<file path="config.mk">
export PLATFORM = sky130hd
export DESIGN_NAME = uart_irq_ident
export DESIGN_NICKNAME = d
export VERILOG_FILES = /design/src/rtl/uart_irq_pkg.sv /design/src/rtl/uart_irq_thre_track.sv /design/src/rtl/uart_irq_prio_enc.sv /design/src/rtl/uart_irq_id_reg.sv /design/src/rtl/uart_irq_ident.sv
export SDC_FILE = /design/constraint.sdc
export NUM_CORES = 1
export LEC_CHECK = 0
export BUFFER_PORTS_ARGS = -buffer_cell sky130_fd_sc_hd__buf_2
export CAP_MARGIN = 20
export CORE_UTILIZATION = 27
export CTS_CLUSTER_SIZE = 16
export DETAILED_ROUTE_END_ITERATION = 16
export PLACE_DENSITY = 0.5
export SKIP_CTS_REPAIR_TIMING = 1
export SLEW_MARGIN = 20
export SYNTH_ARGS = -nofsm -noshare
export SYNTH_HDL_FRONTEND = slang
export SYNTH_HIERARCHICAL = 1
export SYNTH_SLANG_ARGS = --single-unit
</file>
<file path="constraint.sdc">
create_clock -name clk -period 4.05 [get_ports clk]
set_input_delay 0.81 -clock clk [delete_from_list [all_inputs] [get_ports clk]]
set_output_delay 0.81 -clock clk [all_outputs]
set_load 0.1 [all_outputs]
</file>
<file path="src/rtl/uart_irq_pkg.sv">
// Package: shared constants and types for the interrupt identifier.
// Assumes an 8-bit identification byte and four interrupt classes.
package uart_irq_pkg;

    // Number of interrupt classes, one enable bit each.
    localparam int NUM_CLASS = 4;
    localparam int ID_W      = 8;

    // Class index, equal to the enable bit that gates it.
    localparam int CLS_RX  = 0;
    localparam int CLS_TX  = 1;
    localparam int CLS_LSR = 2;
    localparam int CLS_MSR = 3;

    // Reported source.
    typedef enum logic [2:0] {
        SRC_NONE = 3'd0,
        SRC_LSR  = 3'd1,
        SRC_RDA  = 3'd2,
        SRC_TMO  = 3'd3,
        SRC_THR  = 3'd4,
        SRC_MSR  = 3'd5
    } src_t;

    // Low-nibble codes of the identification byte.
    localparam logic [3:0] CODE_NONE = 4'h1;
    localparam logic [3:0] CODE_LSR  = 4'h6;
    localparam logic [3:0] CODE_RDA  = 4'h4;
    localparam logic [3:0] CODE_TMO  = 4'hC;
    localparam logic [3:0] CODE_THR  = 4'h2;
    localparam logic [3:0] CODE_MSR  = 4'h0;

    // Maps a source to its low nibble.
    function automatic logic [3:0] src_code(input src_t s);
        case (s)
            SRC_LSR: src_code = CODE_LSR;
            SRC_RDA: src_code = CODE_RDA;
            SRC_TMO: src_code = CODE_TMO;
            SRC_THR: src_code = CODE_THR;
            SRC_MSR: src_code = CODE_MSR;
            default: src_code = CODE_NONE;
        endcase
    endfunction

endpackage

</file>
<file path="src/rtl/uart_irq_thre_track.sv">
// Module: holds the transmit-empty interrupt as a pending flag.
// Sets on a rising empty condition while enabled, or on the enable rising
// while empty. Clears on a character write, on a read of the identification
// byte while it reports transmit empty, or when the enable drops.
// Assumes iid_rd and thr_wr are one-cycle strobes in the clk domain.
module uart_irq_thre_track (
    input  logic clk,
    input  logic rst_n,
    input  logic tx_en,
    input  logic thr_empty,
    input  logic iid_rd,
    input  logic thr_wr,
    input  logic tx_reported,
    output logic pend
);
    logic empty_q;
    logic en_q;
    logic set_evt;
    logic clr_evt;

    // Edge memory for the empty condition and the enable bit.
    always_ff @(posedge clk) begin
        if (!rst_n) begin
            empty_q <= 1'b0;
            en_q    <= 1'b0;
        end else begin
            empty_q <= thr_empty;
            en_q    <= tx_en;
        end
    end

    // Set and clear events for the pending flag.
    always_comb begin
        set_evt = tx_en && ((thr_empty && !empty_q) || (thr_empty && !en_q));
        clr_evt = thr_wr || (iid_rd && tx_reported) || !tx_en;
    end

    // Pending flag; a clear wins over a set in the same cycle.
    always_ff @(posedge clk) begin
        if (!rst_n)        pend <= 1'b0;
        else if (clr_evt)  pend <= 1'b0;
        else if (set_evt)  pend <= 1'b1;
    end
endmodule

</file>
<file path="src/rtl/uart_irq_prio_enc.sv">
// Module: fixed-priority selection of the reported source.
// Takes gated class requests and picks the most urgent one. Within the
// receive class the timeout takes precedence over plain data ready.
// Purely combinational.
module uart_irq_prio_enc
    import uart_irq_pkg::*;
#(
    parameter int N = NUM_CLASS
) (
    input  logic [N-1:0] req,
    input  logic         tmo_hit,
    output src_t         src
);
    // Class order from least to most urgent.
    localparam int ORDER [4] = '{CLS_MSR, CLS_TX, CLS_RX, CLS_LSR};

    // Map a class index to its source.
    function automatic src_t cls_src(input int c, input logic tmo);
        case (c)
            CLS_LSR: cls_src = SRC_LSR;
            CLS_RX:  cls_src = tmo ? SRC_TMO : SRC_RDA;
            CLS_TX:  cls_src = SRC_THR;
            default: cls_src = SRC_MSR;
        endcase
    endfunction

    // Walk from least to most urgent; the last match wins.
    always_comb begin
        src = SRC_NONE;
        for (int i = 0; i < N; i++) begin
            if (req[ORDER[i]]) src = cls_src(ORDER[i], tmo_hit);
        end
    end
endmodule

</file>
<file path="src/rtl/uart_irq_id_reg.sv">
// Module: formats and registers the identification byte and request line.
// Bit 0 is active low, bits 5:4 are zero, bits 7:6 mirror FIFO mode.
module uart_irq_id_reg
    import uart_irq_pkg::*;
#(
    parameter int W = ID_W
) (
    input  logic         clk,
    input  logic         rst_n,
    input  src_t         src,
    input  logic         fifo_mode,
    output logic         irq,
    output logic [W-1:0] iid
);
    localparam int MODE_W = W - 6;

    logic [W-1:0] iid_d;

    // Assemble the next identification byte.
    always_comb begin
        iid_d        = '0;
        iid_d[3:0]   = src_code(src);
        iid_d[W-1:6] = {MODE_W{fifo_mode}};
    end

    // Output registers, reset to "nothing pending".
    always_ff @(posedge clk) begin
        if (!rst_n) begin
            irq <= 1'b0;
            iid <= W'(CODE_NONE);
        end else begin
            irq <= (src != SRC_NONE);
            iid <= iid_d;
        end
    end
endmodule

</file>
<file path="src/rtl/uart_irq_ident.sv">
// Module: top of the interrupt identifier.
// Gates the condition inputs with their enables, tracks transmit-empty as
// a pending event, selects the most urgent source and registers the result.
// Assumes all inputs are synchronous to clk.
module uart_irq_ident
    import uart_irq_pkg::*;
(
    input  logic                 clk,
    input  logic                 rst_n,
    input  logic                 fifo_mode,
    input  logic [NUM_CLASS-1:0] irq_en,
    input  logic                 line_err,
    input  logic                 rx_ready,
    input  logic                 rx_timeout,
    input  logic                 thr_empty,
    input  logic                 modem_chg,
    input  logic                 iid_rd,
    input  logic                 thr_wr,
    output logic                 irq,
    output logic [ID_W-1:0]      iid
);
    logic [NUM_CLASS-1:0] raw;
    logic [NUM_CLASS-1:0] req;
    logic                 tmo_hit;
    logic                 thr_pend;
    logic                 tx_reported;
    src_t                 src;

    // Timeout counts only in FIFO mode.
    always_comb tmo_hit = rx_timeout && fifo_mode;

    // Ungated class conditions, indexed like the enables.
    always_comb begin
        raw          = '0;
        raw[CLS_RX]  = rx_ready || tmo_hit;
        raw[CLS_TX]  = thr_pend;
        raw[CLS_LSR] = line_err;
        raw[CLS_MSR] = modem_chg;
    end

    // One gate per class.
    for (genvar g = 0; g < NUM_CLASS; g++) begin : g_gate
        always_comb req[g] = raw[g] && irq_en[g];
    end

    // Transmit empty is what the byte currently shows.
    always_comb tx_reported = (iid[3:0] == CODE_THR) && !iid[0];

    uart_irq_thre_track u_thre (
        .clk         (clk),
        .rst_n       (rst_n),
        .tx_en       (irq_en[CLS_TX]),
        .thr_empty   (thr_empty),
        .iid_rd      (iid_rd),
        .thr_wr      (thr_wr),
        .tx_reported (tx_reported),
        .pend        (thr_pend)
    );

    uart_irq_prio_enc #(.N(NUM_CLASS)) u_prio (
        .req     (req),
        .tmo_hit (tmo_hit),
        .src     (src)
    );

    uart_irq_id_reg #(.W(ID_W)) u_out (
        .clk       (clk),
        .rst_n     (rst_n),
        .src       (src),
        .fifo_mode (fifo_mode),
        .irq       (irq),
        .iid       (iid)
    );
endmodule

</file>
==> results.md, run 1 <==
* Status: finished clean
* Initial antenna violation count at 0
* Core area at 0.001506 mm^2
* Crit path cell chain: buf_2 -> and2_4 -> o21a_1 -> nor3_1 -> inv_1 -> ha_1 -> nor2b_1 -> o21a_1
* #FFs+latches synth at 9
* Worst Path Arrival at 2.33 ns
* Routed len/inst at 8.716 um
* Die Wd at 41.99 um
* TritonCTS buffer count at 3
* Slowest stage delay, CP at 0.43 ns
* Via count at 353
* Synth top area share at 0.4174
* DP Worst Slack at 1.598 ns
* Worst clock skew at 0.002439 ns
* Final hold slack at 0.5473 ns
* Commonest non-fill, non-tap cell in the layout: buf_2
* Pwr/cell area at 429.6 mW/mm^2
* Max Cap Viol at 0
* Syn_area_per_cell at 10.04 um^2
* Critical path peak fanout at 4
* Htree depth at 1
* Row Count at 14
* Worst Hold Class: register to register
* CP required at 4.19 ns
* Netlist Area Pre-Place at 431.7 um^2
* Netlist cell types at 24
* Ys Warns at 6
* Sequential cell area fraction in the yosys report at 0.4174
* Setup violators final at 0
* Most frequent cells in the layout: buf_2, dfxtp_1, and2_1, clkbuf_4
* CTS tree: done
* Fin crit period at 2.191 ns
* Clk sinks at 9
* Post-DRT Antenna Nets at 0
* Sum Neg Setup Slack at 0 ns
* Fraction of layout cells with a size suffix above 1 at 0.4923
* Final period util at 0.5411
* Initial DRC Count at 1
* Fin worst setup slack at 1.859 ns
* WL final at 706 um
* Cell mode on critical path: o21a_1
* PortBufs at 20
* Global-route wire length before repair at 1.131 mm
* Worst-Skew Late Latency at 0.25 ns
* Pin count of the biggest net entering global routing at 9
* Post-synthesis instance total at 43
* Gr usage total at 0.08853
* WS Path Type: primary input to register
* Nets at 81
* CTS Root Cell: clkbuf_4
* Drt pass-1 iters at 2
* Post-DR vias/cell at 4.358
* DP Wirelength at 588.8 um
* Leakage at 0.2652 nW
* Final hold violation count at 0
* Number of global-route vias before repair at 280
* Critical Path Source Type: primary input
* Synth top area cells: dfxtp_1, and2_1, buf_4, and2_4, nor4b_2
* Die Height at 41.99 um
* Slew Viols, Final at 0
* Fmax at 456.3 MHz
* IO Count at 23
* Final antenna diode count at 0
* Area growth, synth to finish at 29.57%
* DIE AREA at 0.001763 mm^2
* Routability cong. at 0.7201
* Total global routing overflow at 0
* Capturing element type of the critical path: register
* Starting density of the core at 0.2865
* Worst-path clk slew at 0.06 ns
* Worst path slowest cell: nor3_1
* Drt drc at 0
* Unrepaired setup endpoints after global routing: false
* Post-synth top area cell: dfxtp_1
* Peak supply drop at 133.5 uV
* Worst-case clock buffer depth at 2
layer usage:
layer	share of wire	global-route usage	vias to the layer above
li1	-	-	184
met3	0.042	0.02586	2
met4	0.018	0.07742	0
met2	0.46	0.1250	13
met1	0.47	0.1081	154
met5	0	0	-
state kept, by name, indices dropped and copies added (netlist names):
signal	count
u_thre/pend	1
u_out/iid	5
u_thre/en_q	1
u_thre/empty_q	1
u_out/irq	1
area by class of cell:
type,count,area [um^2]
clock buffers,4,26.28
fillers,160,947.2
inverters,2,7.507
multi-input cells,30,225.2
flip-flops and latches,9,180.2
well taps,16,20.02
repair buffers,20,100.1
final timing paths:
path | to | slack, ns | from | cells after the start
setup reg to reg | u_out/iid[2]$_SDFF_PN0_ | 2.39 | u_thre/pend$_SDFFE_PP0P_ | 7
hold / removal | u_thre/pend$_SDFFE_PP0P_ | 0.55 | u_thre/pend$_SDFFE_PP0P_ | 2
setup / recovery | u_out/iid[2]$_SDFF_PN0_ | 1.86 | rx_timeout | 8
hold reg to reg | u_thre/pend$_SDFFE_PP0P_ | 0.55 | u_thre/pend$_SDFFE_PP0P_ | 2
kinds of logic after synthesis:
family,count (synthesis),share of synthesized area
adder cells (fa/ha/maj),1,0.02898
XOR/XNOR,1,0.02029
buffers and inverters,5,0.06957
AND/OR/NAND/NOR,20,0.3478
flip-flops,9,0.4174
AO/OA/AOI/OAI,6,0.1072
other,1,0.008687
worst max-delay path, delay by kind of cell:
kind	cells	cell delay, ns
AOI/OAI and AO/OA	2	0.38
adders and majority gates	1	0.32
buffers and inverters	2	0.21
and+or+nand+nor	3	0.63
synthesized netlist by cell type:
cell type  number
nor2_1          2
and2_1          5
a31oi_1         1
and4_2          1
conb_1          1
nor3_2          1
ha_1            1
o31a_2          1
o21ai_0         1
nand2_2         1
nor2b_1         2
nand2_4         1
xnor2_1         1
nor3b_1         1
nor3_1          1
nor4b_2         1
inv_1           2
dfxtp_1         9
and2_4          2
nand2_1         1
nor3b_2         1
o21a_1          2
buf_4           3
a221o_1         1
stage by stage:
stage,std cells,util,power [mW],cell area [um^2]
final,81,0.3713,0.2403,559.3
after global routing,81,0.3713,0.2525,559.3
after CTS,81,0.3713,0.2441,559.3
after detailed placement,77,0.3538,0.1761,533.0
after global placement,77,0.3538,0.1757,533.0
after floorplan,44,-,0.1635,435.4
power by group:
| part | total, mW | switching (mW) | internal [mW] |
|---|---|---|---|
| logic | 0.0770 | 0.0587 | 0.0183 |
| registers | 0.0967 | 0.00228 | 0.0944 |
| clock network | 0.0666 | 0.0288 | 0.0378 |
| total | 0.240 | 0.0898 | 0.150 |
No activity file was read; power rests on OpenSTA's default activity.
==> inputs of run 2 (changes only) <==
- ABC_AREA: unset -> 1
- PLACE_DENSITY: 0.5 -> 0.49
- clock period: 4.05 -> 2.13 ns (I/O delays scaled with it)
==> results.md, run 2 <==
* IO Count at 23 (unchanged)
* Final cell count without fillers at 112 (+38%)
* Final hold violation count at 0 (unchanged)
* Worst-path clk slew at 0.06 ns (about the same)
* WL final at 727 um (+3.0%)
* Post-synthesis instance total at 74 (+72%)
* Post-DRT Antenna Nets at 0 (unchanged)
* Total global routing overflow at 0 (unchanged)
* Routed len/inst at 6.491 um (-26%)
* Number of global-route vias before repair at 304 (+8.6%)
* Worst path slowest cell: buf_2
* Cell family with most CP delay: buffers and inverters
* Total power at 462.9 uW (+93%)
* Number of synthesized flops with an enable pin at 0 (unchanged)
* Capturing element type of the critical path: output port
* Global-route wire length before repair at 1.097 mm (-3.0%)
* Initial antenna violation count at 0 (unchanged)
* CTS tree: done
* Final antenna diode count at 0 (unchanged)
* Synth top area cells: dfxtp_1, inv_1, nand2_1, buf_4, nand3_1
* Core area at 0.001577 mm^2 (+4.7%)
* Internal power at 283.1 uW (+88%)
* Worst Path Arrival at 1.00 ns (-1.33 ns)
* Pin count of the biggest net entering global routing at 7 (-2)
* FFs w/ async S/R, synth at 0 (unchanged)
* Fin crit period at 1.427 ns
* Leakage at 0.3958 nW (+49%)
* Drt drc at 0 (unchanged)
* Peak supply drop at 215.2 uV (+61%)
* DP Area at 579.3 um^2 (+8.7%)
* PortBufs at 20 (unchanged)
* Sum Neg Setup Slack at 0 ns (unchanged)
* Area growth, synth to finish at 26.70%
* Nets at 112 (+38%)
* Netlist cell types at 15 (-38%)
* Max reg flops at 5 (unchanged)
* #FFs+latches synth at 9 (unchanged)
* Ys flop type: dfxtp_1
* Gr usage total at 0.08206 (-0.006463)
* Commonest non-fill, non-tap cell in the layout: inv_1
* Fraction of layout cells with a size suffix above 1 at 0.3021 (-0.1902)
* Drt pass-1 iters at 6 (+4)
* Netlist Area Pre-Place at 478.0 um^2 (+11%)
* Setup violators final at 0 (unchanged)
* Worst clock skew at 0.001442 ns (-0.0009968 ns)
* Clk sinks at 9 (unchanged)
* Starting density of the core at 0.3032 (+0.01663)
* DIE AREA at 0.001943 mm^2 (+10%)
* Htree depth at 1 (unchanged)
* Commonest cells post-synth: inv_1, nand2_1, dfxtp_1
* Placed insts at 108 (+40%)
* DP Wirelength at 622.2 um (+5.7%)
* WS Path Type: register to output port
* Critical Path Source Type: register
* Syn_area_per_cell at 6.459 um^2 (-36%)
* Final hold slack at 0.3625 ns (-0.1848 ns)
* Routability cong. at 0.7162 (-0.54%)
* DP Worst Slack at 0.4564 ns (-1.142 ns)
* Die Wd at 44.08 um (+5.0%)
* Sw Pwr at 179.8 uW (+100%)
* Final core utilization at 0.3841 (+0.01287)
* Fmax at 700.9 MHz
* Row Count at 14 (unchanged)
* Pwr/cell area at 764.3 mW/mm^2 (+78%)
* CTS Root Cell: clkbuf_4
* Crit path cell chain: buf_2
* Initial DRC Count at 7 (+6)
* Post-DR vias/cell at 3.750 (-14%)
* Slowest stage delay, CP at 0.42 ns (about the same)
* Worst-case clock buffer depth at 2 (unchanged)
* WP buf/inv at 1 (-1)
* Filler Cells Inserted at 195 (+22%)
* Gate power share at 0.328 (+0.007)
* Switch share at 0.3885 (+0.01487)
* Most frequent cells in the layout: inv_1, nand2_1, buf_2, dfxtp_1, nor2_1
* Sequential Power Share at 0.396 (-0.006)
* Fin worst setup slack at 0.7032 ns (-1.155 ns)
* Ys Warns at 6 (unchanged)
* Count leader, synth: inv_1
* Post-synth top area cell: dfxtp_1
* Sequential cell area fraction in the yosys report at 0.3770 (-0.04043)
* Largest Register: u_out/iid
* Slew Viols, Final at 0 (unchanged)
* Status: finished clean
* Final period util at 0.6698
* Worst Hold Class: primary input to register
* TritonCTS buffer count at 3 (unchanged)
* Critical path peak fanout at 2 (-2)
* CP required at 1.70 ns (-2.49 ns)
* Final Instance Area at 605.6 um^2 (+8.3%)
* Synth top area share at 0.3770 (-0.04043)
* Unrepaired setup endpoints after global routing: false
* Via count at 420 (+19%)
* Clock power frac at 0.276 (about the same)
* Die Height at 44.08 um (+5.0%)
* Max Cap Viol at 0 (unchanged)
* Worst-Skew Late Latency at 0.25 ns (about the same)
-- run 2: per-layer routing --
layer | GRT usage | vias to the layer above | part of all wire | wire, um
met1 | 0.09320 | 157 | 0.51 | 372
met4 | 0.09091 | 0 | 0.021 | 15
li1 | - | 247 | - | -
met5 | 0 | - | 0 | 0
met3 | 0.02449 | 2 | 0.041 | 30
met2 | 0.1147 | 14 | 0.42 | 308
-- run 2: layout make-up --
cell class | count | area [um^2] | share of cell area
multi-input combinational | 38 | 185.2 | 0.3058
inverter | 25 | 93.84 | 0.1550
clock buffer | 4 | 26.28 | 0.04339
timing repair buffer | 20 | 100.1 | 0.1653
sequential | 9 | 180.2 | 0.2975
tap | 16 | 20.02 | 0.03306
-- run 2: path summary, 6_finish.rpt --
check,slack [ns],end,cells after the start,startpoint
max,0.70,iid[2],1,u_out/iid[2]$_SDFF_PN0_
min,0.36,u_thre/empty_q$_SDFF_PN0_,3,thr_empty
max reg2reg,0.71,u_out/iid[2]$_SDFF_PN0_,9,u_thre/pend$_SDFFE_PP0P_
min reg2reg,0.52,u_thre/pend$_SDFFE_PP0P_,4,u_thre/pend$_SDFFE_PP0P_
-- run 2: tightest hold or removal path, cell delays in order --
cell     delay [ns]
buf_2          0.08
nand2_1        0.04
inv_1          0.04
-- run 2: cells by family after synthesis --
group / synth area share
compound gates: 0.06021
fa+ha+maj: 0.02617
buf+inv: 0.2435
flops: 0.3770
other cells: 0.007846
simple gates: 0.2853
-- run 2: power by group through the flow --
stage / Clock (mW) / Combinational (mW) / Sequential [mW]
after global placement: 0 / 0.153 / 0.187
after global routing: 0.140 / 0.161 / 0.184
after floorplan: 0 / 0.0670 / 0.249
after detailed placement: 0 / 0.153 / 0.187
final: 0.128 / 0.152 / 0.183
after CTS: 0.134 / 0.153 / 0.183
==> inputs of run 3 (changes only) <==
- PLACE_DENSITY: 0.49 -> 0.5
- clock period: 2.13 -> 1.23 ns (I/O delays scaled with it)
==> results.md, run 3 (synthesis results as in run 2) <==
* Slew Viols, Final at 0 (unchanged)
* Nets at 114 (+1.8%)
* Global route hottest layer: met2
* Htree depth at 1 (unchanged)
* Max reg flops at 5 (unchanged)
* Peak supply drop at 378.4 uV (+76%)
* Met3 Use GR at 0.01224 (-0.01224)
* Slowest stage delay, CP at 0.33 ns (-0.09 ns)
* Pwr/cell area at 1156 mW/mm^2 (+51%)
* CTS Root Cell: clkbuf_4
* Worst-path clk slew at 0.06 ns (about the same)
* CTS tree: done
* TritonCTS buffer count at 3 (unchanged)
* Capturing element type of the critical path: register
* Starting density of the core at 0.3032 (unchanged)
* Critical path peak fanout at 2 (unchanged)
* Initial antenna violation count at 0 (unchanged)
* Setup violators final at 1 (+1)
* Most frequent cells in the layout: inv_1, nand2_1, buf_2, buf_12, dfxtp_2
* Initial DRC Count at 5 (-2)
* Sum Neg Setup Slack at -0.02367 ns (-0.02367 ns)
* Post-DR vias/cell at 3.825 (+2.0%)
* Max Cap Viol at 0 (unchanged)
* Row Count at 14 (unchanged)
* Fin crit period at 1.254 ns
* Leakage at 0.4355 nW (+10%)
* Crit path cell chain: nand2_2 -> inv_2 -> nor2_2 -> nor3_2 -> inv_2 -> ha_4 -> o21ai_2 -> nand2_1 -> inv_1
* Unrepaired setup endpoints after global routing: true
* PortBufs at 20 (unchanged)
* WS Path Type: register to register
* Global-route wire length before repair at 1.317 mm (+20%)
* GRT met1 Usage at 0.1063 (+0.01313)
* Via count at 436 (+3.8%)
* Post-DRT Antenna Nets at 0 (unchanged)
* Worst clock skew at 0.003164 ns (+0.001722 ns)
* Multi-input gate area at 212.7 um^2 (+15%)
* Worst Path Arrival at 1.40 ns (+0.40 ns)
* Commonest non-fill, non-tap cell in the layout: inv_1
* Routed len/inst at 7.342 um (+13%)
* Fraction of layout cells with a size suffix above 1 at 0.4490 (+0.1469)
* Final antenna diode count at 0 (unchanged)
* Gr usage total at 0.09661 (+0.01455)
* DIE AREA at 0.001943 mm^2 (unchanged)
* IO Count at 23 (unchanged)
* Worst path slowest cell: dfxtp_2
* Clk sinks at 9 (unchanged)
* WL final at 837 um (+15%)
* Worst-Skew Late Latency at 0.25 ns (about the same)
* Area growth, synth to finish at 59.16%
* Critical Path Source Type: register
* Pin count of the biggest net entering global routing at 7 (unchanged)
* Number of global-route vias before repair at 358 (+18%)
* Filler Cells Inserted at 169 (-13%)
* Drt drc at 0 (unchanged)
* Drt pass-1 iters at 5 (-1)
* Worst-case clock buffer depth at 2 (unchanged)
* Largest Register: u_out/iid
* DP Wirelength at 734.7 um (+18%)
* Die Height at 44.08 um (unchanged)
* Register Area at 187.7 um^2 (+4.2%)
* Failing checks: negative setup slack
* Fin worst setup slack at -0.02367 ns (-0.7269 ns)
* Status: finished, violations left
* Die Wd at 44.08 um (unchanged)
* Fmax at 797.7 MHz
* Total power at 879.4 uW (+90%)
* Met2 Use GR at 0.1588 (+0.04412)
* Worst Hold Class: primary input to register
* Cell mode on critical path: inv_2
* CP required at 1.38 ns (-0.32 ns)
* Total global routing overflow at 0 (unchanged)
* Routability cong. at 0.7744 (+8.1%)
* Final hold violation count at 0 (unchanged)
* Core area at 0.001577 mm^2 (unchanged)
* Final period util at 1.019
run 3: cell types whose count changed in the layout (fill, tap and decap cells not counted), sizes merged:
cell / delta
buf: +2
run 3: routing by layer:
metal	wire, um	vias up	part of all wire
met5	0	-	0
met4	15	0	0.018
li1	-	250	-
met3	35	2	0.042
met1	348	170	0.42
met2	437	14	0.52
run 3: cell type report:
| class | instances | share of cell area |
|---|---|---|
| Timing Repair Buffer | 22 | 0.2895 |
| Sequential cell | 9 | 0.2467 |
| Inverter | 25 | 0.1234 |
| Clock buffer | 4 | 0.03454 |
| Tap cell | 16 | 0.02632 |
| Multi-Input combinational cell | 38 | 0.2796 |
run 3: final timing paths:
path / cells after the start / slack, ns / startpoint / end
max: 9 / -0.02 / u_thre/pend$_SDFFE_PP0P_ / u_out/iid[2]$_SDFF_PN0_
min: 3 / 0.18 / thr_empty / u_thre/empty_q$_SDFF_PN0_
max reg2reg: 9 / -0.02 / u_thre/pend$_SDFFE_PP0P_ / u_out/iid[2]$_SDFF_PN0_
min reg2reg: 4 / 0.52 / u_thre/pend$_SDFFE_PP0P_ / u_thre/pend$_SDFFE_PP0P_
run 3: worst max-delay path: cells and delay by family (launching register included):
| kind | cells | cell delay (ns) |
|---|---|---|
| adder cells (fa/ha/maj) | 1 | 0.28 |
| flip-flops | 1 | 0.33 |
| AO/OA/AOI/OAI | 1 | 0.05 |
| AND/OR/NAND/NOR | 4 | 0.33 |
| buffers and inverters | 3 | 0.15 |
run 3: power by group:
| group | total (mW) | leakage, nW | switching [mW] | internal (mW) |
|---|---|---|---|---|
| registers | 0.330 | 0.0761 | 0.0161 | 0.314 |
| clock network | 0.215 | 0.0150 | 0.0906 | 0.124 |
| logic | 0.335 | 0.344 | 0.218 | 0.117 |
| total | 0.879 | 0.436 | 0.324 | 0.555 |
run 3: stage by stage:
stage               utilization  instance area, um^2  hold WS (ns)  setup slack (ns)  std cells
floorplan                     -                495.5        0.3147          -0.03776         75
global placement         0.4476                705.7        0.4429           -0.1136        109
detailed placement       0.4476                705.7        0.4438           -0.1820        109
CTS                      0.4643                732.0        0.1783          -0.08376        113
global route             0.4825                760.7        0.1928           -0.1207        114
finish                   0.4825                760.7        0.1842          -0.02367        114
